File: src/rtl/lnk_pwrup_pkg.sv
package lnk_pwrup_pkg;

  // State order matters: the clock-enable and power stages are decoded
  // with ordered compares, so every later state keeps earlier enables on.
  typedef enum logic [3:0] {
    ST_IDLE        = 4'd0,
    ST_CLK_PHY     = 4'd1,
    ST_CLK_BUS     = 4'd2,
    ST_CLK_CORE    = 4'd3,
    ST_PD_WAIT     = 4'd4,
    ST_STABLE_WAIT = 4'd5,
    ST_PIN_WAIT    = 4'd6,
    ST_LOCK_POLL   = 4'd7,
    ST_DONE_LOCK   = 4'd8,
    ST_FAIL        = 4'd9,
    ST_SRST_WAIT   = 4'd10,
    ST_DONE_SOFT   = 4'd11
  } seq_state_e;

  typedef struct packed {
    logic phy_pwrdn;
    logic refclk_en;
    logic phy_clk_en;
    logic bus_clk_en;
    logic core_clk_en;
    logic phy_rst;
    logic core_srst;
    logic pin_active;
    logic done;
    logic lock_timeout;
  } seq_out_t;

  function automatic seq_out_t decode_state(seq_state_e st);
    seq_out_t o;
    o.phy_clk_en   = (st >= ST_CLK_PHY);
    o.bus_clk_en   = (st >= ST_CLK_BUS);
    o.core_clk_en  = (st >= ST_CLK_CORE);
    o.phy_pwrdn    = (st <  ST_PD_WAIT);
    o.refclk_en    = (st >= ST_STABLE_WAIT);
    o.pin_active   = (st == ST_PIN_WAIT);
    o.phy_rst      = !(st == ST_LOCK_POLL || st == ST_DONE_LOCK || st == ST_FAIL);
    o.core_srst    = !(st == ST_SRST_WAIT || st == ST_DONE_SOFT);
    o.done         = (st == ST_DONE_LOCK || st == ST_DONE_SOFT);
    o.lock_timeout = (st == ST_FAIL);
    return o;
  endfunction

endpackage

File: src/rtl/lnk_us_prescaler.sv
module lnk_us_prescaler #(
  parameter int TICK_DIV = 100
) (
  input  logic clk,
  input  logic rst,
  input  logic clr_i,
  output logic tick_o
);

  generate
    if (TICK_DIV <= 1) begin : g_pass
      logic unused_in;
      assign unused_in = clk ^ rst ^ clr_i;
      assign tick_o = 1'b1;
    end else begin : g_div
      localparam int PW = $clog2(TICK_DIV);
      logic [PW-1:0] pcnt_q;
      assign tick_o = (pcnt_q == PW'(TICK_DIV - 1));
      always_ff @(posedge clk) begin
        if (rst || clr_i || tick_o) pcnt_q <= '0;
        else                        pcnt_q <= pcnt_q + 1'b1;
      end
    end
  endgenerate

endmodule

File: src/rtl/lnk_wait_timer.sv
module lnk_wait_timer #(
  parameter int W = 17
) (
  input  logic         clk,
  input  logic         rst,
  input  logic         load_i,
  input  logic [W-1:0] load_val_i,
  input  logic         tick_i,
  output logic         expired_o
);

  logic [W-1:0] cnt_q;

  assign expired_o = (cnt_q == '0);

  always_ff @(posedge clk) begin
    if (rst)                      cnt_q <= '0;
    else if (load_i)              cnt_q <= load_val_i;
    else if (tick_i && !expired_o) cnt_q <= cnt_q - 1'b1;
  end

endmodule

File: src/rtl/lnk_poll_counter.sv
module lnk_poll_counter #(
  parameter int N_POLL = 2000
) (
  input  logic clk,
  input  logic rst,
  input  logic clr_i,
  input  logic inc_i,
  output logic last_o
);

  localparam int CW = (N_POLL > 1) ? $clog2(N_POLL) : 1;

  logic [CW-1:0] cnt_q;

  assign last_o = (cnt_q == CW'(N_POLL - 1));

  always_ff @(posedge clk) begin
    if (rst || clr_i)        cnt_q <= '0;
    else if (inc_i && !last_o) cnt_q <= cnt_q + 1'b1;
  end

endmodule

File: src/rtl/lnk_pwrup_seq.sv
module lnk_pwrup_seq
  import lnk_pwrup_pkg::*;
#(
  parameter int TICK_DIV    = 100,
  parameter int T_REF_US    = 10,
  parameter int T_STABLE_US = 200,
  parameter int T_PIN_US    = 100000,
  parameter int T_SRST_US   = 200,
  parameter int T_POLL_US   = 50,
  parameter int N_POLL      = 2000
) (
  input  logic clk,
  input  logic rst,
  input  logic start_i,
  input  logic shutdown_i,
  input  logic pll_locked_i,
  input  logic pin_pol_i,
  input  logic lock_mode_i,
  output logic phy_pwrdn_o,
  output logic refclk_en_o,
  output logic phy_clk_en_o,
  output logic bus_clk_en_o,
  output logic core_clk_en_o,
  output logic phy_rst_o,
  output logic core_srst_o,
  output logic ep_rst_pin_o,
  output logic done_o,
  output logic lock_timeout_o
);

  localparam int M1     = (T_REF_US > T_STABLE_US) ? T_REF_US : T_STABLE_US;
  localparam int M2     = (M1 > T_PIN_US) ? M1 : T_PIN_US;
  localparam int M3     = (M2 > T_SRST_US) ? M2 : T_SRST_US;
  localparam int MAX_US = (M3 > T_POLL_US) ? M3 : T_POLL_US;
  localparam int TW     = $clog2(MAX_US + 1);

  seq_state_e state_q, state_d;
  seq_out_t   out_q, out_d;
  logic       pin_q;

  logic          tmr_load;
  logic [TW-1:0] tmr_val;
  logic          tmr_expired;
  logic          us_tick;
  logic          poll_clr, poll_inc, poll_last;

  lnk_us_prescaler #(.TICK_DIV(TICK_DIV)) u_presc (
    .clk    (clk),
    .rst    (rst),
    .clr_i  (tmr_load),
    .tick_o (us_tick)
  );

  lnk_wait_timer #(.W(TW)) u_timer (
    .clk        (clk),
    .rst        (rst),
    .load_i     (tmr_load),
    .load_val_i (tmr_val),
    .tick_i     (us_tick),
    .expired_o  (tmr_expired)
  );

  lnk_poll_counter #(.N_POLL(N_POLL)) u_poll (
    .clk    (clk),
    .rst    (rst),
    .clr_i  (poll_clr),
    .inc_i  (poll_inc),
    .last_o (poll_last)
  );

  always_comb begin
    state_d  = state_q;
    tmr_load = 1'b0;
    tmr_val  = '0;
    poll_clr = 1'b0;
    poll_inc = 1'b0;
    if (shutdown_i) begin
      state_d = ST_IDLE;
    end else begin
      case (state_q)
        ST_IDLE:     if (start_i) state_d = ST_CLK_PHY;
        ST_CLK_PHY:  state_d = ST_CLK_BUS;
        ST_CLK_BUS:  state_d = ST_CLK_CORE;
        ST_CLK_CORE: begin
          state_d  = ST_PD_WAIT;
          tmr_load = 1'b1;
          tmr_val  = TW'(T_REF_US);
        end
        ST_PD_WAIT: if (tmr_expired) begin
          state_d  = ST_STABLE_WAIT;
          tmr_load = 1'b1;
          tmr_val  = TW'(T_STABLE_US);
        end
        ST_STABLE_WAIT: if (tmr_expired) begin
          state_d  = ST_PIN_WAIT;
          tmr_load = 1'b1;
          tmr_val  = TW'(T_PIN_US);
        end
        ST_PIN_WAIT: if (tmr_expired) begin
          tmr_load = 1'b1;
          if (lock_mode_i) begin
            state_d  = ST_LOCK_POLL;
            tmr_val  = TW'(T_POLL_US);
            poll_clr = 1'b1;
          end else begin
            state_d  = ST_SRST_WAIT;
            tmr_val  = TW'(T_SRST_US);
          end
        end
        ST_LOCK_POLL: if (tmr_expired) begin
          if (pll_locked_i) begin
            state_d = ST_DONE_LOCK;
          end else if (poll_last) begin
            state_d = ST_FAIL;
          end else begin
            tmr_load = 1'b1;
            tmr_val  = TW'(T_POLL_US);
            poll_inc = 1'b1;
          end
        end
        ST_SRST_WAIT: if (tmr_expired) state_d = ST_DONE_SOFT;
        default: state_d = state_q;
      endcase
    end
  end

  assign out_d = decode_state(state_d);

  always_ff @(posedge clk) begin
    if (rst) begin
      state_q <= ST_IDLE;
      out_q   <= decode_state(ST_IDLE);
      pin_q   <= ~pin_pol_i;
    end else begin
      state_q <= state_d;
      out_q   <= out_d;
      pin_q   <= out_d.pin_active ? pin_pol_i : ~pin_pol_i;
    end
  end

  assign phy_pwrdn_o    = out_q.phy_pwrdn;
  assign refclk_en_o    = out_q.refclk_en;
  assign phy_clk_en_o   = out_q.phy_clk_en;
  assign bus_clk_en_o   = out_q.bus_clk_en;
  assign core_clk_en_o  = out_q.core_clk_en;
  assign phy_rst_o      = out_q.phy_rst;
  assign core_srst_o    = out_q.core_srst;
  assign ep_rst_pin_o   = pin_q;
  assign done_o         = out_q.done;
  assign lock_timeout_o = out_q.lock_timeout;

endmodule

File: config.mk
export PLATFORM = sky130hd
export DESIGN_NAME = lnk_pwrup_seq
export DESIGN_NICKNAME = d
export VERILOG_FILES = /design/src/rtl/lnk_pwrup_pkg.sv /design/src/rtl/lnk_us_prescaler.sv /design/src/rtl/lnk_wait_timer.sv /design/src/rtl/lnk_poll_counter.sv /design/src/rtl/lnk_pwrup_seq.sv
export SDC_FILE = /design/constraint.sdc
export NUM_CORES = 1
export LEC_CHECK = 0
export BUFFER_PORTS_ARGS = -buffer_cell sky130_fd_sc_hd__buf_2
export CORE_ASPECT_RATIO = 0.5
export CORE_MARGIN = 2
export CORE_UTILIZATION = 55
export CTS_CLUSTER_DIAMETER = 200
export CTS_CLUSTER_SIZE = 12
export DETAILED_ROUTE_END_ITERATION = 12
export GPL_TIMING_DRIVEN = 0
export PLACE_DENSITY = 0.7
export SLEW_MARGIN = 20
export SYNTH_ARGS = -nofsm -noshare
export SYNTH_HDL_FRONTEND = slang
export SYNTH_SLANG_ARGS = --single-unit
File: constraint.sdc
create_clock -name clk -period 2.7 [get_ports clk]
set_input_delay 0.405 -clock clk [delete_from_list [all_inputs] [get_ports clk]]
set_output_delay 0.405 -clock clk [all_outputs]
set_load 0.02 [all_outputs]
==> metrics.md, run 1 <==
| Metric | Value |
|---|---|
| Pin count of the biggest net entering global routing | 14 |
| Layout Nets | 332 |
| Sequential-to-total area share from yosys stat | 0.384 |
| WP data arrival | 2.71 ns |
| Syn Area/Cell | 8.57 um^2 |
| Layout fillers | 398 |
| WHS | a little under 0.3 ns |
| Clk root buf | clkbuf_8 |
| DIE HEIGHT | 52.2 um |
| Starting Density | 0.577 |
| WP buf/inv | 1 |
| Synth warnings | 0 |
| Maximum VDD drop | 270 uV |
| Number of routed nets with antenna violations | 0 |
| Final Critical Period | 2.52 ns |
| CORE AREA | 4420 um^2 |
| Final wirelength | 5.71 mm |
| Slew Viols, Final | 0 |
| Worst skew pair latency | 0.31 ns |
| Cell Area, Synth | 2550 um^2 |
| RD Place Congestion | 0.895 |
| RSZ-0062 raised after global routing | no |
| Power Dens Cells | around 450 nW/um^2 |
| Most common cell after layout, fill and taps aside | dfxtp_1 |
| CTS Buf Count | 5 |
| Post-Synthesis Cells | 298 |
| Via density per instance | around 5.8 |
| DP HPWL | 4.16 mm |
| Max_slew headroom | 0.626 |
| Post-Syn Nets | slightly above 300 |
| Delay-heaviest family, CP | simple AND/OR/NAND/NOR gates |
| Global route total overflow | 0 |
| Fmax | 396 MHz |
| CTS tree | done |
| # port buffers | 16 |
| Worst Hold Class | in -> reg |
| Worst Max-Slew Pin Slew | 0.557 ns |
| Async S/R FF share, synth | 0 |
| Setup Buffers After CTS | 0 |
| Clock Skew | 0.0156 ns |
| Final worst-path cycle share | 0.935 |
| Number of global-route vias before repair | about 2,000 |
| Initial antenna violation count | 0 |
| CP Data Required Time | between 2 and 3 ns |
| # setup viols final | 0 |
| Cells resized by post-CTS repair | 0 |
| Post-route cell area | 2800 um^2 |
| DRT Pass-1 Iters | 4 |
| Final hold vios | 0 |
| I/O Pins | 17 |
| Maxcap violations | 0 |
| Top_reg_cell synth | dfxtp_1 |
| Drt initial violations | 115 |
| Hold_buf cts | 0 |
| Die width | 100 um |
| DIE AREA | approximately 5200 um^2 |
| H-tree Lvls | 2 |
| Clock-pin transition on the worst setup and hold timing paths | around 0.10 ns |
| Area grow syn2layout | 9.65% |
| Vias post-DR | 2,215 |
| Leak | 0.00107 uW |
| CTS max path bufs | 2 |
| Critical path's largest stage delay | 0.42 ns |
| Kind of critical path | reg -> reg |
| N_diodes | 0 |
| Seq cells post-synth | 49 |
| EDFF count, synth | 0 |
| Layout cells sized above 1 | 0.130 |
| Most frequent cells in the layout | dfxtp_1 (49), nor2_1 (41), nand2_1 (19), a21oi_1 (19), buf_2 (17) |
| Total Routing Usage GR | 0.237 |
| CTS sink count | 49 |
| Setup TNS | 0 ns |
| Status | complete, no violations |
| Setup crit end kind | register |
| Crit Path Max Fanout | 7 |
| FP Rows | 17 |
| Drt drc | 0 |
| First-pass GRT wire length | about 9.5 mm |
| Post-DP Area | 2710 um^2 |
| Worst setup SP type | register |
| Average wire per standard cell | 15.1 um |
| Yosys cell types | 57 |
| CP Cell Sequence | inv_1 -> ha_1 -> nor4b_4 -> nand4_4 -> nor3_2 -> a21oi_2 -> or4_1 -> a21oi_1 -> nor2_1 |
| CP max-delay cell | or4_1 |
## final timing paths
path,from,end,slack (ns),depth (start not counted)
setup / recovery,u_timer.cnt_q[1],u_timer.cnt_q[3],0.18,9
hold / removal,pin_pol_i,ep_rst_pin_o,0.29,2
setup reg to reg,u_timer.cnt_q[1],u_timer.cnt_q[3],0.18,9
hold reg to reg,u_presc.g_div.pcnt_q[0],u_presc.g_div.pcnt_q[0],0.45,1
## routing by layer
metal | share of wire | track usage | wire (um) | up-vias
met4 | 0.0084 | 0.0753 | 48 | 0
met3 | 0.064 | 0.0600 | 366 | 4
met1 | 0.50 | 0.323 | 2840 | 1043
li1 | - | - | - | 1107
met2 | 0.43 | 0.375 | 2460 | 61
met5 | 0 | 0 | 0 | -
## kinds of logic after synthesis
kind of cell	share of synthesized area
compound gates	0.152
xor+xnor	0.0892
fa+ha+maj	0.0196
buf+inv	0.0284
flops	0.384
mux	0.00392
simple gates	0.322
## area by class of cell
cell class | count | area, um^2 | share of cell area
plain buffers | 11 | 50.0 | 0.0179
clock buffers | 8 | 80.1 | 0.0286
inverters | 6 | 22.5 | 0.00804
multi-input cells | 232 | 1520 | 0.541
flip-flops and latches | 49 | 981 | 0.350
well taps | 57 | 71.3 | 0.0255
repair buffers | 16 | 80.1 | 0.0286
## registers in the layout, summed over array words and instances (netlist names)
signal / count
done_o: 1
phy_clk_en_o: 1
u_timer.cnt_q: 17
phy_rst_o: 1
ep_rst_pin_o: 1
lock_timeout_o: 1
bus_clk_en_o: 1
core_srst_o: 1
core_clk_en_o: 1
u_poll.cnt_q: 11
u_presc.g_div.pcnt_q: 7
state_q: 4
refclk_en_o: 1
phy_pwrdn_o: 1
## where the power goes
| group | internal (uW) | switching, uW |
|---|---|---|
| sequential | 733 | 9.12 |
| clock | 185 | 236 |
| combinational | 39.2 | 72.5 |
## cell usage after synthesis (5+ instances only)
cell type	count	share of area
nor3_1	9	0.018
and4_1	6	0.021
o21ai_1	10	0.020
xor2_1	16	0.055
nand2b_1	7	0.017
xnor2_1	10	0.034
inv_1	6	0.0088
clkbuf_1	8	0.012
dfxtp_1	49	0.38
nor2_1	41	0.060
nand3_1	8	0.016
a21oi_1	20	0.039
nor2b_1	6	0.015
nand2_1	19	0.028
o21ai_0	6	0.012
nand4_1	5	0.012
## per-stage QoR
step,utilization,worst slack [ns],power [uW],std cells
finish,0.633,0.175,1270,379
CTS,0.630,0.0997,1280,379
global placement,0.611,0.166,866,371
floorplan,-,0.523,836,298
global route,0.633,0.0606,1320,379
detailed placement,0.611,0.134,868,371
## worst register-to-register path, stage by stage, from the launching register on
cell	delay (ns)
dfxtp_1	0.34
inv_1	0.13
ha_1	0.21
nor4b_4	0.33
nand4_4	0.21
nor3_2	0.37
a21oi_2	0.19
or4_1	0.42
a21oi_1	0.15
nor2_1	0.05
Power figures use the tool's default switching activity.
==> inputs of run 2 (changes only) <==
- CAP_MARGIN: unset -> 0
- PLACE_DENSITY: 0.7 -> 0.73
- SLEW_MARGIN: 20 -> unset
==> metrics.md, run 2 (same netlist as run 1, synthesis figures left out) <==
| Metric | Value |
|---|---|
| Crit Path Max Fanout | 7 (unchanged) |
| FP Rows | 17 (unchanged) |
| Slew Viols, Final | 0 (unchanged) |
| CTS sink count | 49 (unchanged) |
| Sw Pwr | 322 uW (was 317 uW) |
| WP data arrival | 2.73 ns (was 2.71 ns) |
| Worst Max-Slew Pin Slew | 0.566 ns (was 0.557 ns) |
| Seq pwr share | 0.531 (was 0.582) |
| Placed insts | 371 (unchanged) |
| Number of global-route vias before repair | 2,136 (was 2,003) |
| Initial antenna violation count | 0 (unchanged) |
| Worst setup SP type | register (unchanged) |
| I/O Pins | 17 (unchanged) |
| Power Dens Cells | 492 nW/um^2 (was 455 nW/um^2) |
| CP Cell Sequence | inv_1 -> ha_1 -> nor4b_4 -> nand4_4 -> nor3_2 -> a21oi_2 -> or4_1 -> a21oi_1 -> nor2_1 (unchanged) |
| Clock-pin transition on the worst setup and hold timing paths | 0.09 ns (was 0.10 ns) |
| CTS Buf Count | 5 (unchanged) |
| Layout Utilization | 0.641 (was 0.633) |
| CP max-delay cell | or4_1 (unchanged) |
| Max reg flops | 17 (unchanged) |
| Cells resized by post-CTS repair | 0 (unchanged) |
| Most common cell after layout, fill and taps aside | dfxtp_1 (unchanged) |
| Critical path's largest stage delay | 0.42 ns (about the same) |
| WP buf/inv | 1 (unchanged) |
| Multi-input gate area | 1520 um^2 (unchanged) |
| Layout fillers | 410 (was 398) |
| Net Sw Frac | 0.230 (was 0.249) |
| DIE HEIGHT | 52.2 um (unchanged) |
| Internal Power | 1070 uW (was 957 uW) |
| # port buffers | 16 (unchanged) |
| Kind of critical path | reg -> reg (unchanged) |
| RSZ-0062 raised after global routing | no (unchanged) |
| DP HPWL | 4.03 mm (was 4.16 mm) |
| Worst skew pair latency | 0.30 ns (was 0.31 ns) |
| WHS | 0.289 ns (about the same) |
| Final Critical Period | 2.54 ns (was 2.52 ns) |
| CP Data Required Time | 2.88 ns (was 2.89 ns) |
| CORE AREA | 4420 um^2 (unchanged) |
| Status | complete, no violations (unchanged) |
| H-tree Lvls | 2 (unchanged) |
| Starting Density | 0.577 (unchanged) |
| Layout Nets | 332 (unchanged) |
| DIE AREA | 5240 um^2 (unchanged) |
| Setup Buffers After CTS | 0 (unchanged) |
| CTS max path bufs | 2 (unchanged) |
| Final wirelength | 5.69 mm (was 5.71 mm) |
| Leak | 0.00109 uW (was 0.00107 uW) |
| Fmax | 393 MHz (was 396 MHz) |
| Most frequent cells in the layout | dfxtp_1 (49), nor2_1 (41), nand2_1 (19), a21oi_1 (19), buf_2 (17) (unchanged) |
| Pin count of the biggest net entering global routing | 15 (was 14) |
| RD Place Congestion | 0.913 (was 0.895) |
| Hold_buf cts | 0 (unchanged) |
| CTS tree | done (unchanged) |
| Drt initial violations | 124 (was 115) |
| # setup viols final | 0 (unchanged) |
| DRT Pass-1 Iters | 5 (was 4) |
| Delay-heaviest family, CP | simple AND/OR/NAND/NOR gates (unchanged) |
| Vias post-DR | 2,276 (was 2,215) |
| Clk root buf | clkbuf_8 (unchanged) |
| Gate power share | 0.080 (was 0.088) |
| Maximum VDD drop | 330 uV (was 270 uV) |
| Area grow syn2layout | 11.1% (was 9.65%) |
| Final hold vios | 0 (unchanged) |
| Most flops, register | u_timer.cnt_q (unchanged) |
| Pwr Total | 1400 uW (was 1270 uW) |
| Layout cells sized above 1 | 0.137 (was 0.130) |
| Registers with the most flip-flops | u_timer.cnt_q x17, u_poll.cnt_q x11, u_presc.g_div.pcnt_q x7 (unchanged) |
| Drt drc | 0 (unchanged) |
| Average wire per standard cell | 15.0 um (was 15.1 um) |
| Die width | 100 um (unchanged) |
| Clock Skew | 0.0114 ns (was 0.0156 ns) |
| First-pass GRT wire length | 9.83 mm (was 9.47 mm) |
| Setup TNS | 0 ns (unchanged) |
| Setup crit end kind | register (unchanged) |
| N_diodes | 0 (unchanged) |
| FF-to-FF setup slack | 0.16 ns (was 0.18 ns) |
| Global route total overflow | 0 (unchanged) |
| Total Routing Usage GR | 0.241 (was 0.237) |
| Reg area | 981 um^2 (unchanged) |
| Clock power share | 0.388 (was 0.330) |
| Number of routed nets with antenna violations | 0 (unchanged) |
| Max_slew headroom | 0.621 (was 0.626) |
| Worst Hold Class | in -> reg (unchanged) |
| Finished Layout Cells | 379 (unchanged) |
| Final worst-path cycle share | 0.942 (was 0.935) |
| Via density per instance | 6.01 (was 5.84) |
| Maxcap violations | 0 (unchanged) |
[run 2: final timing paths]
| check | startpoint | endpoint | cells after the start |
|---|---|---|---|
| worst max-delay path | u_timer.cnt_q[0] | u_timer.cnt_q[3] | 9 |
| worst min-delay path | pin_pol_i | ep_rst_pin_o | 2 |
| worst max register to register | u_timer.cnt_q[0] | u_timer.cnt_q[3] | 9 |
| worst min register to register | u_presc.g_div.pcnt_q[0] | u_presc.g_div.pcnt_q[0] | 1 |
[run 2: through the flow]
step                      instance area [um^2]  worst slack [ns]
final                                     2840             0.155
after global routing                      2840            0.0437
after floorplan                           2550             0.523
after CTS                                 2820             0.151
after global placement                    2710             0.182
after detailed placement                  2710             0.178
[run 2: worst register-to-register path: stages, from the launching register on]
cell and delay (ns):
dfxtp_1 0.32, inv_1 0.14, ha_1 0.23, nor4b_4 0.31, nand4_4 0.21, nor3_2 0.38
a21oi_2 0.18, or4_1 0.42, a21oi_1 0.17, nor2_1 0.06
[run 2: power groups by stage]
stage               Sequential [uW]  Clock [uW]  Combinational (uW)
floorplan                       761           0                74.8
global placement                758           0                 108
detailed placement              759           0                 109
CTS                             742         552                 110
global route                    743         580                 125
finish                          742         542                 112
[run 2: area by class of cell]
cell class | count | share of cell area
Multi-Input combinational cell | 232 | 0.534
Sequential cell | 49 | 0.346
Clock buffer | 7 | 0.0304
Timing Repair Buffer | 16 | 0.0282
Tap cell | 57 | 0.0251
Buffer | 11 | 0.0176
Clock inverter | 1 | 0.0106
Inverter | 6 | 0.00794
[run 2: layer usage]
layer / share of wire / vias up / GRT usage
li1: - / 1111 / -
met1: 0.50 / 1087 / 0.331
met2: 0.43 / 65 / 0.375
met3: 0.057 / 13 / 0.0573
met4: 0.012 / 0 / 0.0868
met5: 0 / - / 0
